**config.mk**
```make
export PLATFORM = sky130hd
export DESIGN_NAME = iq_dac_front
export DESIGN_NICKNAME = d
export VERILOG_FILES = /design/src/rtl/iq_dac_pkg.sv /design/src/rtl/iq_edge_detect.sv /design/src/rtl/iq_input_latch.sv /design/src/rtl/iq_update_div.sv /design/src/rtl/iq_dac_front.sv
export SDC_FILE = /design/constraint.sdc
export NUM_CORES = 1
export LEC_CHECK = 0
export BUFFER_PORTS_ARGS = -buffer_cell sky130_fd_sc_hd__buf_2
export CELL_PAD_IN_SITES_DETAIL_PLACEMENT = 0
export CELL_PAD_IN_SITES_GLOBAL_PLACEMENT = 1
export CORE_ASPECT_RATIO = 0.8
export CORE_MARGIN = 8
export CORE_UTILIZATION = 35
export DETAILED_ROUTE_END_ITERATION = 16
export PLACE_DENSITY_LB_ADDON = 0.1
export SLEW_MARGIN = 20
export SYNTH_ARGS = -nofsm -noshare
export SYNTH_HDL_FRONTEND = slang
export SYNTH_HIERARCHICAL = 1
export SYNTH_SLANG_ARGS = --single-unit
```
**constraint.sdc**
```tcl
create_clock -name clk -period 2 [get_ports clk]
set_input_delay 0.4 -clock clk [delete_from_list [all_inputs] [get_ports clk]]
set_output_delay 0.4 -clock clk [all_outputs]
set_load 0.01 [all_outputs]
```
**src/rtl/iq_dac_pkg.sv**
```systemverilog
package iq_dac_pkg;

  parameter int unsigned SAMPLE_W = 12;

  // Divider phase: idle while held, then alternate between a loading
  // edge and a skipped edge.
  typedef enum logic [1:0] {
    DIV_IDLE      = 2'd0,
    DIV_FIRE_NEXT = 2'd1,
    DIV_SKIP_NEXT = 2'd2
  } div_state_t;

endpackage

```
**src/rtl/iq_edge_detect.sv**
```systemverilog
module iq_edge_detect #(
  parameter int unsigned N = 2
) (
  input  logic         clk,
  input  logic         rst_n,
  input  logic [N-1:0] lvl_i,
  output logic [N-1:0] rise_o
);

  logic [N-1:0] prev_q;

  for (genvar g = 0; g < N; g++) begin : g_bit
    logic prev_d;
    always_comb prev_d = lvl_i[g];
    always_ff @(posedge clk or negedge rst_n) begin
      if (!rst_n) prev_q[g] <= 1'b0;
      else        prev_q[g] <= prev_d;
    end
    assign rise_o[g] = lvl_i[g] & ~prev_q[g];
  end

endmodule

```
**src/rtl/iq_input_latch.sv**
```systemverilog
module iq_input_latch #(
  parameter int unsigned DATA_W = 12
) (
  input  logic              clk,
  input  logic              rst_n,
  input  logic              cap_en_i,
  input  logic              sel_i,
  input  logic [DATA_W-1:0] data_i,
  output logic [DATA_W-1:0] lat_a_o,
  output logic [DATA_W-1:0] lat_b_o
);

  logic [DATA_W-1:0] lat_a_d, lat_b_d;
  logic              en_a, en_b;

  always_comb begin
    en_a    = cap_en_i &  sel_i;
    en_b    = cap_en_i & ~sel_i;
    lat_a_d = data_i;
    lat_b_d = data_i;
  end

  always_ff @(posedge clk or negedge rst_n) begin
    if (!rst_n) begin
      lat_a_o <= '0;
      lat_b_o <= '0;
    end else begin
      if (en_a) lat_a_o <= lat_a_d;
      if (en_b) lat_b_o <= lat_b_d;
    end
  end


  steer_chk: assert property (@(posedge clk) disable iff (!rst_n)
    cap_en_i |=> (($past(sel_i) ? lat_a_o : lat_b_o) == $past(data_i)));

endmodule

```
**src/rtl/iq_update_div.sv**
```systemverilog
module iq_update_div
  import iq_dac_pkg::*;
(
  input  logic clk,
  input  logic rst_n,
  input  logic hold_i,
  input  logic rise_i,
  output logic fire_o
);

  div_state_t st_q, st_d;

  always_comb begin
    st_d   = st_q;
    fire_o = 1'b0;
    if (hold_i) begin
      st_d = DIV_IDLE;
    end else if (rise_i) begin
      if (st_q == DIV_SKIP_NEXT) begin
        st_d = DIV_FIRE_NEXT;
      end else begin
        fire_o = 1'b1;
        st_d   = DIV_SKIP_NEXT;
      end
    end else if (st_q == DIV_IDLE) begin
      st_d = DIV_FIRE_NEXT;
    end
  end

  always_ff @(posedge clk or negedge rst_n) begin
    if (!rst_n) st_q <= DIV_IDLE;
    else        st_q <= st_d;
  end


  alternate_chk: assert property (@(posedge clk) disable iff (!rst_n)
    (fire_o && !$past(hold_i)) |-> $past(st_q) != DIV_SKIP_NEXT);

endmodule

```
**src/rtl/iq_dac_front.sv**
```systemverilog
module iq_dac_front
  import iq_dac_pkg::*;
#(
  parameter int unsigned DATA_W = SAMPLE_W
) (
  input  logic              clk,
  input  logic              rst_n,
  input  logic              mode_dual,
  input  logic              wr_strb,
  input  logic              upd_clk,
  input  logic              chan_sel,
  input  logic              upd_hold,
  input  logic [DATA_W-1:0] data_in,
  output logic [DATA_W-1:0] out_a,
  output logic [DATA_W-1:0] out_b,
  output logic              upd_pulse
);

  localparam int unsigned STROBE_N = 2;
  localparam int unsigned WR_IDX   = 0;
  localparam int unsigned UPD_IDX  = 1;

  // reset: asserted asynchronously, released on the clock
  logic [1:0] rst_pipe;
  logic       rst_int_n;

  always_ff @(posedge clk or negedge rst_n) begin
    if (!rst_n) rst_pipe <= '0;
    else        rst_pipe <= {rst_pipe[0], 1'b1};
  end
  assign rst_int_n = rst_pipe[1];

  logic [STROBE_N-1:0] lvl, rise;
  logic                cap_en, div_hold, fire;
  logic [DATA_W-1:0]   lat_a, lat_b;
  logic [DATA_W-1:0]   out_a_d, out_b_d;

  assign lvl[WR_IDX]  = wr_strb;
  assign lvl[UPD_IDX] = upd_clk;

  iq_edge_detect #(.N(STROBE_N)) u_edge (
    .clk    (clk),
    .rst_n  (rst_int_n),
    .lvl_i  (lvl),
    .rise_o (rise)
  );

  assign cap_en   = rise[WR_IDX] & ~mode_dual;
  assign div_hold = upd_hold | mode_dual;

  iq_input_latch #(.DATA_W(DATA_W)) u_latch (
    .clk      (clk),
    .rst_n    (rst_int_n),
    .cap_en_i (cap_en),
    .sel_i    (chan_sel),
    .data_i   (data_in),
    .lat_a_o  (lat_a),
    .lat_b_o  (lat_b)
  );

  iq_update_div u_div (
    .clk    (clk),
    .rst_n  (rst_int_n),
    .hold_i (div_hold),
    .rise_i (rise[UPD_IDX]),
    .fire_o (fire)
  );

  always_comb begin
    out_a_d = out_a;
    out_b_d = out_b;
    if (fire) begin
      out_a_d = lat_a;
      out_b_d = lat_b;
    end
  end

  always_ff @(posedge clk or negedge rst_int_n) begin
    if (!rst_int_n) begin
      out_a     <= '0;
      out_b     <= '0;
      upd_pulse <= 1'b0;
    end else begin
      out_a     <= out_a_d;
      out_b     <= out_b_d;
      upd_pulse <= fire;
    end
  end


  sel_quiet_chk: assert property (@(posedge clk) disable iff (!rst_int_n)
    !$stable(chan_sel) |-> (!wr_strb && !upd_clk));


  hold_freeze_chk: assert property (@(posedge clk) disable iff (!rst_int_n)
    upd_hold |=> ($stable(out_a) && $stable(out_b) && !upd_pulse));


  dual_freeze_chk: assert property (@(posedge clk) disable iff (!rst_int_n)
    mode_dual |=> ($stable(out_a) && $stable(out_b) && !upd_pulse));


  pair_load_chk: assert property (@(posedge clk) disable iff (!rst_int_n)
    upd_pulse |-> (out_a == $past(lat_a) && out_b == $past(lat_b)));


  change_marked_chk: assert property (@(posedge clk) disable iff (!rst_int_n)
    (!$stable(out_a) || !$stable(out_b)) |-> upd_pulse);


  pulse_single_chk: assert property (@(posedge clk) disable iff (!rst_int_n)
    upd_pulse |=> !upd_pulse);

endmodule

```
==> results by group, run 1 <==
Clock network
  – CTS Buffer Depth: 2
  – Register clock-pin slew on the reported worst setup and hold paths: around 0.090 ns
  – Inserted Clock Buffers: 5
  – Clock net sink count: 55
  – Post-CTS sizing: 0
  – H-Tree Level Count: 2
  – Worst skew pair latency: roughly 0.3 ns
  – CTS root buffer: clkbuf_8
  – Clock tree from TritonCTS: done
  – Quantity of hold-fixing buffers added after cts: 1
  – Number of setup buffers added after CTS: 0

Synthesis
  – Post-synthesis share of cell area spent on xor and xnor gates: 0%
  – Number of nets produced by synthesis: roughly 140
  – Post-synth top area share: about three fifths
  – Gate count after technology mapping: ~120
  – Multiplexer share of the synthesized area: between 20 and 30%
  – Synthesized flop and latch total: 55
  – Combinational family with the most area after synthesis: multiplexers
  – Cell type with the highest aggregate area in the netlist: dfrtp_1
  – Largest cells by area after synthesis: dfrtp_1 (62%), mux2_4 (20%), mux2_2 (9.1%)
  – Area fraction in compound gates after synthesis: less than 1%
  – Total standard cell area after synthesis: roughly 0.0022 mm2
  – Count of unique library cells instantiated by Yosys: 16
  – Synthesis warning total: 6
  – Adder-cell share of the synthesized area: 0%
  – Proportion of synthesized chip area in sequential cells: 61.9%
  – Simple-gate share of the synthesized area: approximately 4.2%
  – Average footprint of a synthesized cell: 18.2 um2

Setup path
  – Slowest cell on crit path: dfrtp_1
  – Register-to-Register Setup Slack: about 0.34 ns
  – Delay-heaviest family, CP: simple AND/OR/NAND/NOR gates
  – Longest individual stage delay on the worst path: about 0.4 ns
  – Worst Path Required: 2.19 ns
  – Critical path class: reg2reg
  – Chain of cells forming the critical path: nor2b_4 -> nor2b_1 -> nand2_2 -> mux2_4
  – Critical path capture point type: flip-flop
  – Nature of the critical path startpoint: flip-flop
  – Endpoint arrival time on the critical path: roughly 1.9 ns
  – Total buffers and inverters traversed by the critical path: 0
  – Worst Path Max Fanout: 12

Detailed routing
  – Average via count per standard cell: around 4.2
  – Routed Wire Length: 3.95 mm
  – Vias: roughly 1100
  – Antenna Violating Nets Remaining: 0
  – DRC errors left: 0
  – Drt wl/cell: 15.4 um
  – 1st-iter DRT viols: 7
  – Initial DRT Pass Iterations: 2

Power and ir drop
  – PwrDens: ~1100 mW/mm2
  – Peak supply drop: approximately 0.36 mV
  – Total leakage power: 1.29 nW
  – PnR Total Power: 2.97 mW

STA
  – Max Slew Vio Count: 0
  – Share of the clock period used by the worst path after layout: between 80 and 90%
  – Clock skew after layout: roughly 0.004 ns
  – Setup TNS: 0 ns
  – Worst slew margin relative to its limit: between 50% and 60%
  – Tmin final: approximately 1.7 ns
  – RSZ-0062 raised after global routing: false
  – Final Hold Viols: 0
  – Finish-stage setup viols: 0
  – Maximum clock frequency: between 600 and 700 MHz
  – Actual slew at the worst max-slew pin: approximately 0.60 ns

Min path
  – Hold Crit Class: in2reg

Global route
  – Remaining global-route overflow: 0
  – Total global-route track usage: under 10%
  – Pin count of the biggest net entering global routing: 28
  – Via count of the first global-routing pass: 1266
  – Wire length of the first global-routing pass: approximately 6.5 mm
  – Antenna violations before repair: 0

Finish
  – Most frequent standard cell in the layout excluding fill and tap cells: dfrtp_1
  – Fillers: 577
  – Multi-input gate area: between 700 and 800 um2
  – Sequential cell area: about 0.0014 mm2
  – Fraction of layout cells with a size suffix above 1: 64.0%
  – Post-synthesis to final-layout area growth: 19.1%
  – Leading cell types in the layout, fill and taps excluded: dfrtp_1 (54), buf_2 (43), mux2_4 (30)
  – Fin nets: 190
  – N_diodes: 0

Flow run
  – Max-cap check violation count: 0

Floorplanning
  – Count of boundary I/O pins: 44
  – Vert. Die Dim: roughly 87 um
  – Die X-Extent: 105 um
  – Total die area: around 0.009 mm2
  – Initial Util: ~35%
  – Area of the core region: around 0.0063 mm2
  – Row count: 26

Placement
  – Weighted congestion reported at the end of routability-driven placement: approximately 0.68
  – Number of port buffers: between 40 and 50
  – Estimated wirelength of the detail-placed design: around 2.8 mm

Run status
  – Run status: completed
-- metrics by stage --
stage	cells	hold WS (ns)	util, %	setup WS [ns]	cell area, um2
CTS	256	0.211	42.2	0.318	2650
finish	256	0.221	42.2	0.337	2650
global route	256	0.194	42.2	0.232	2650
floorplan	122	0.104	-	0.310	2220
global placement	247	0.186	40.4	0.196	2540
detailed placement	247	0.189	40.4	0.171	2540
-- final timing paths --
check,start,to,cells past startpoint
hold / removal,upd_clk,u_edge/prev_q[1]$_DFF_PN0_,1
setup reg to reg,u_edge/prev_q[0]$_DFF_PN0_,u_latch/lat_a_o[7]$_DFFE_PN0P_,4
hold reg to reg,rst_pipe[1]$_DFF_PN0_,u_latch/lat_b_o[11]$_DFFE_PN0P_,0
min in group asynchronous,rst_pipe[1]$_DFF_PN0_,u_latch/lat_b_o[11]$_DFFE_PN0P_,0
setup / recovery,u_edge/prev_q[0]$_DFF_PN0_,u_latch/lat_a_o[7]$_DFFE_PN0P_,4
max in group asynchronous,rst_pipe[1]$_DFF_PN0_,out_b[10]$_DFFE_PN0P_,1
-- final cells by class --
class                           instances  share of cell area (%)
Sequential cell                        55                    52.0
Tap cell                               84                    3.97
Multi-Input combinational cell         62                    29.5
Timing Repair Buffer                   47                    10.8
Clock buffer                            8                    3.78
-- cells in the mapped netlist (all sizes together) --
| master | count |
|---|---|
| nand2b | 2 |
| nor2b | 4 |
| dfrtp | 55 |
| mux2 | 48 |
| mux2i | 1 |
| nor2 | 2 |
| conb | 1 |
| or2 | 2 |
| buf | 5 |
| a211oi | 1 |
| nand2 | 1 |
-- registers in the layout, indices dropped and copies added, names as in the netlist --
signal           flops
u_edge/prev_q        2
out_b               12
upd_pulse            1
out_a               12
u_latch/lat_a_o     12
u_div/st_q           2
u_latch/lat_b_o     12
rst_pipe             2
-- power by group --
group / total (mW) / internal, mW / switching (mW) / leakage, nW
registers: 1.58 / 1.41 / 0.174 / 0.668
logic: 0.748 / 0.476 / 0.272 / 0.567
clock network: 0.642 / 0.316 / 0.325 / 0.0515
total: 2.97 / 2.20 / 0.771 / 1.29
-- kinds of logic (layout without fill, tap and decap cells) --
| logic type | Yosys count | after routing |
|---|---|---|
| flip-flops | 55 | 55 |
| multiplexers | 49 | 49 |
| AND/OR/NAND/NOR | 11 | 11 |
| buffers and inverters | 5 | 55 |
| other | 1 | 1 |
| AO/OA/AOI/OAI | 1 | 1 |
-- routing by layer --
metal / part of all wire [%] / wire [um] / GRT usage (%) / up-vias
met5: 0 / 0 / 0 / -
met4: 1.1 / 44 / 3.49 / 0
met3: 6.5 / 258 / 4.59 / 5
met2: 47 / 1840 / 14.5 / 27
met1: 46 / 1810 / 10.7 / 538
li1: - / - / - / 513
(Power assumes the default switching activity.)
==> inputs of run 2 (changes only) <==
clock period = 1.4 ns   (was 2 ns; I/O delays follow)
==> run 2 against run 1 <==
Compared with the run above:
- the run now ends with negative setup slack left
- clock-buffer cell count fell by 1
- wire length increased by 6.4%
- combinational power increased by 54%
- critical path depth rose by 2
- fmax rose by 17%
- cell area increased by 5.8%
- global-route usage increased by 0.43 points
- register-to-register slack got worse by 0.36 ns
- clock skew rose by 0.011 ns
- critical path type unchanged
==> results by group, run 2 (same netlist as run 1, synthesis figures left out) <==
Run status
  – Run status: complete, but fails checks
  – Violated checks: negative setup slack

Global route
  – Antenna violations before repair: 0
  – Remaining global-route overflow: 0
  – Pin count of the biggest net entering global routing: between 50 and 60
  – Total global-route track usage: between 9 and 10%
  – Via count of the first global-routing pass: roughly 1300
  – Wire length of the first global-routing pass: slightly below 7 mm

Setup path
  – Register-to-Register Setup Slack: -0.02 ns
  – Longest individual stage delay on the worst path: ~0.4 ns
  – Length in cells of the worst reg-to-reg path: 6
  – Chain of cells forming the critical path: nor2b_4 -> nand2b_4 -> nor2_4 -> buf_12 -> buf_12 -> mux2_4
  – Endpoint arrival time on the critical path: between 1.5 and 2 ns
  – Worst Path Max Fanout: 6
  – Critical path capture point type: flip-flop
  – Slowest cell on crit path: dfrtp_1
  – Nature of the critical path startpoint: flip-flop
  – Worst R2R Start: u_edge/prev_q[1]$_DFF_PN0_
  – Most frequent CP cell: buf_12
  – Start point of the critical path: u_edge/prev_q[1]$_DFF_PN0_
  – Worst Path Required: 1.58 ns
  – Critical path class: reg2reg
  – End of the worst register-to-register path: out_a[10]$_DFFE_PN0P_

Floorplanning
  – Initial Util: a little over a third
  – Vert. Die Dim: slightly below 90 um
  – Row count: 26
  – Count of boundary I/O pins: 44
  – Die X-Extent: around 110 um
  – Area of the core region: roughly 0.0063 mm2
  – Total die area: 0.00918 mm2

Min path
  – Worst hold start: wr_strb
  – Count of cells along the worst hold path: 1
  – Hold Crit Class: in2reg
  – WHS Endpoint: u_edge/prev_q[0]$_DFF_PN0_

STA
  – Setup TNS: -0.332 ns
  – Share of the clock period used by the worst path after layout: 102%
  – Max Slew Vio Count: 0
  – Tmin final: between 1 and 1.5 ns
  – Finish-stage setup viols: 20
  – Maximum clock frequency: 702 MHz
  – Clock skew after layout: roughly 0.015 ns
  – Final Hold Viols: 0
  – RSZ-0062 raised after global routing: true
  – Crit path setup slack, layout: -0.0238 ns

Detailed routing
  – Routed Wire Length: roughly 4.2 mm
  – Vias: 1146
  – Initial DRT Pass Iterations: 3
  – Antenna Violating Nets Remaining: 0
  – Met3 routed wirelength: around 180 um
  – Drt wl/cell: ~16 um
  – 1st-iter DRT viols: 20
  – DRC errors left: 0
  – Top layer reached by signal wires: met4
  – Average via count per standard cell: around 4.3
  – Met1 Wirelength: 1.94 mm
  – Detailed-routed wire length on met2: a little over 2 mm

Finish
  – Fin nets: between 150 and 200
  – N_diodes: 0
  – Fillers: 577
  – Post-route standard cell area excluding fillers: between 0.002 and 0.003 mm2
  – Post-synthesis to final-layout area growth: 26.0%
  – Leading cell types in the layout, fill and taps excluded: dfrtp_1 (54), buf_2 (43), mux2_4 (34)
  – Fraction of layout cells with a size suffix above 1: about two thirds
  – Most frequent standard cell in the layout excluding fill and tap cells: dfrtp_1
  – Final standard cell utilization of the core: between 40% and 50%

Flow run
  – Max-cap check violation count: 0

Placement
  – Estimated wirelength of the detail-placed design: about 2.8 mm
  – Placed cell areas: 0.00259 mm2
  – Placement-stage worst setup slack: -0.207 ns
  – Weighted congestion reported at the end of routability-driven placement: between 0.6 and 0.7
  – Number of port buffers: between 40 and 50

Power and ir drop
  – Total leakage power: 1.37 nW
  – Peak supply drop: 0.696 mV
  – PwrDens: approximately 1500 mW/mm2

Clock network
  – CTS root buffer: clkbuf_8
  – Clock net sink count: 55
  – Worst skew pair latency: 0.30 ns
  – H-Tree Level Count: 2
  – Inserted Clock Buffers: 5
  – CTS Buffer Depth: 2
  – Register clock-pin slew on the reported worst setup and hold paths: about 0.1 ns
  – Clock tree from TritonCTS: done
[run 2: cell count changes in the layout (fill, tap and decap cells not counted), moves of 2 or more]
cell    change
buf_4       +4
mux2_2      -4
mux2_4      +4
buf_12      +2
buf_16      +2
[run 2: cell type report]
class	instances	area [um2]	area share, %
Clock buffer	7	86.3	3.08
Clock inverter	1	8.76	0.313
Multi-Input combinational cell	62	813	29.0
Sequential cell	55	1380	49.2
Tap cell	84	105	3.75
Timing Repair Buffer	55	410	14.6
[run 2: metrics by stage]
step | hold WS (ns) | instances | total power, mW
4_1_cts | 0.0811 | 263 | 4.38
3_5_place_dp | 0.0666 | 250 | 3.41
2_1_floorplan | -0.0156 | 122 | 2.95
3_3_place_gp | 0.0643 | 250 | 3.37
6_report | 0.0916 | 264 | 4.30
5_1_grt | 0.0677 | 264 | 4.57
[run 2: worst max-delay path: cells and delay by family, from the launching register on]
family	cells	cell delay [ns]
flops	1	0.40
simple gates	3	0.34
mux	1	0.29
buf+inv	2	0.25
[run 2: per-layer routing]
layer	vias to the layer above	track usage [%]
met3	5	3.18
met4	0	3.10
li1	533	-
met2	25	15.4
met1	583	12.1
met5	-	0
[run 2: worst max path at each step]
stage | slack [ns] | cells after the start | endpoint
6_report | -0.02 | 6 | out_a[10]$_DFFE_PN0P_
5_1_grt | -0.1 | 6 | out_a[10]$_DFFE_PN0P_
4_1_cts | -0.06 | 6 | out_a[10]$_DFFE_PN0P_
3_5_place_dp | -0.21 | 6 | out_b[9]$_DFFE_PN0P_
3_3_place_gp | -0.19 | 6 | out_b[9]$_DFFE_PN0P_
2_1_floorplan | -0.05 | 6 | out_a[0]$_DFFE_PN0P_
[run 2: where the power goes]
group / leakage, nW / internal, mW / switching, mW
registers: 0.668 / 2.01 / 0.240
logic: 0.652 / 0.728 / 0.418
clock network: 0.0484 / 0.406 / 0.493
total: 1.37 / 3.15 / 1.15
[run 2: timing repair]
item,4_1_cts,5_1_grt
hold endpoints to repair,2,0
cloned,2,0
setup endpoints to repair,25,24
hold buffers,1,0
pin swaps,1,0
setup buffers,2,1
resized for setup,7,0
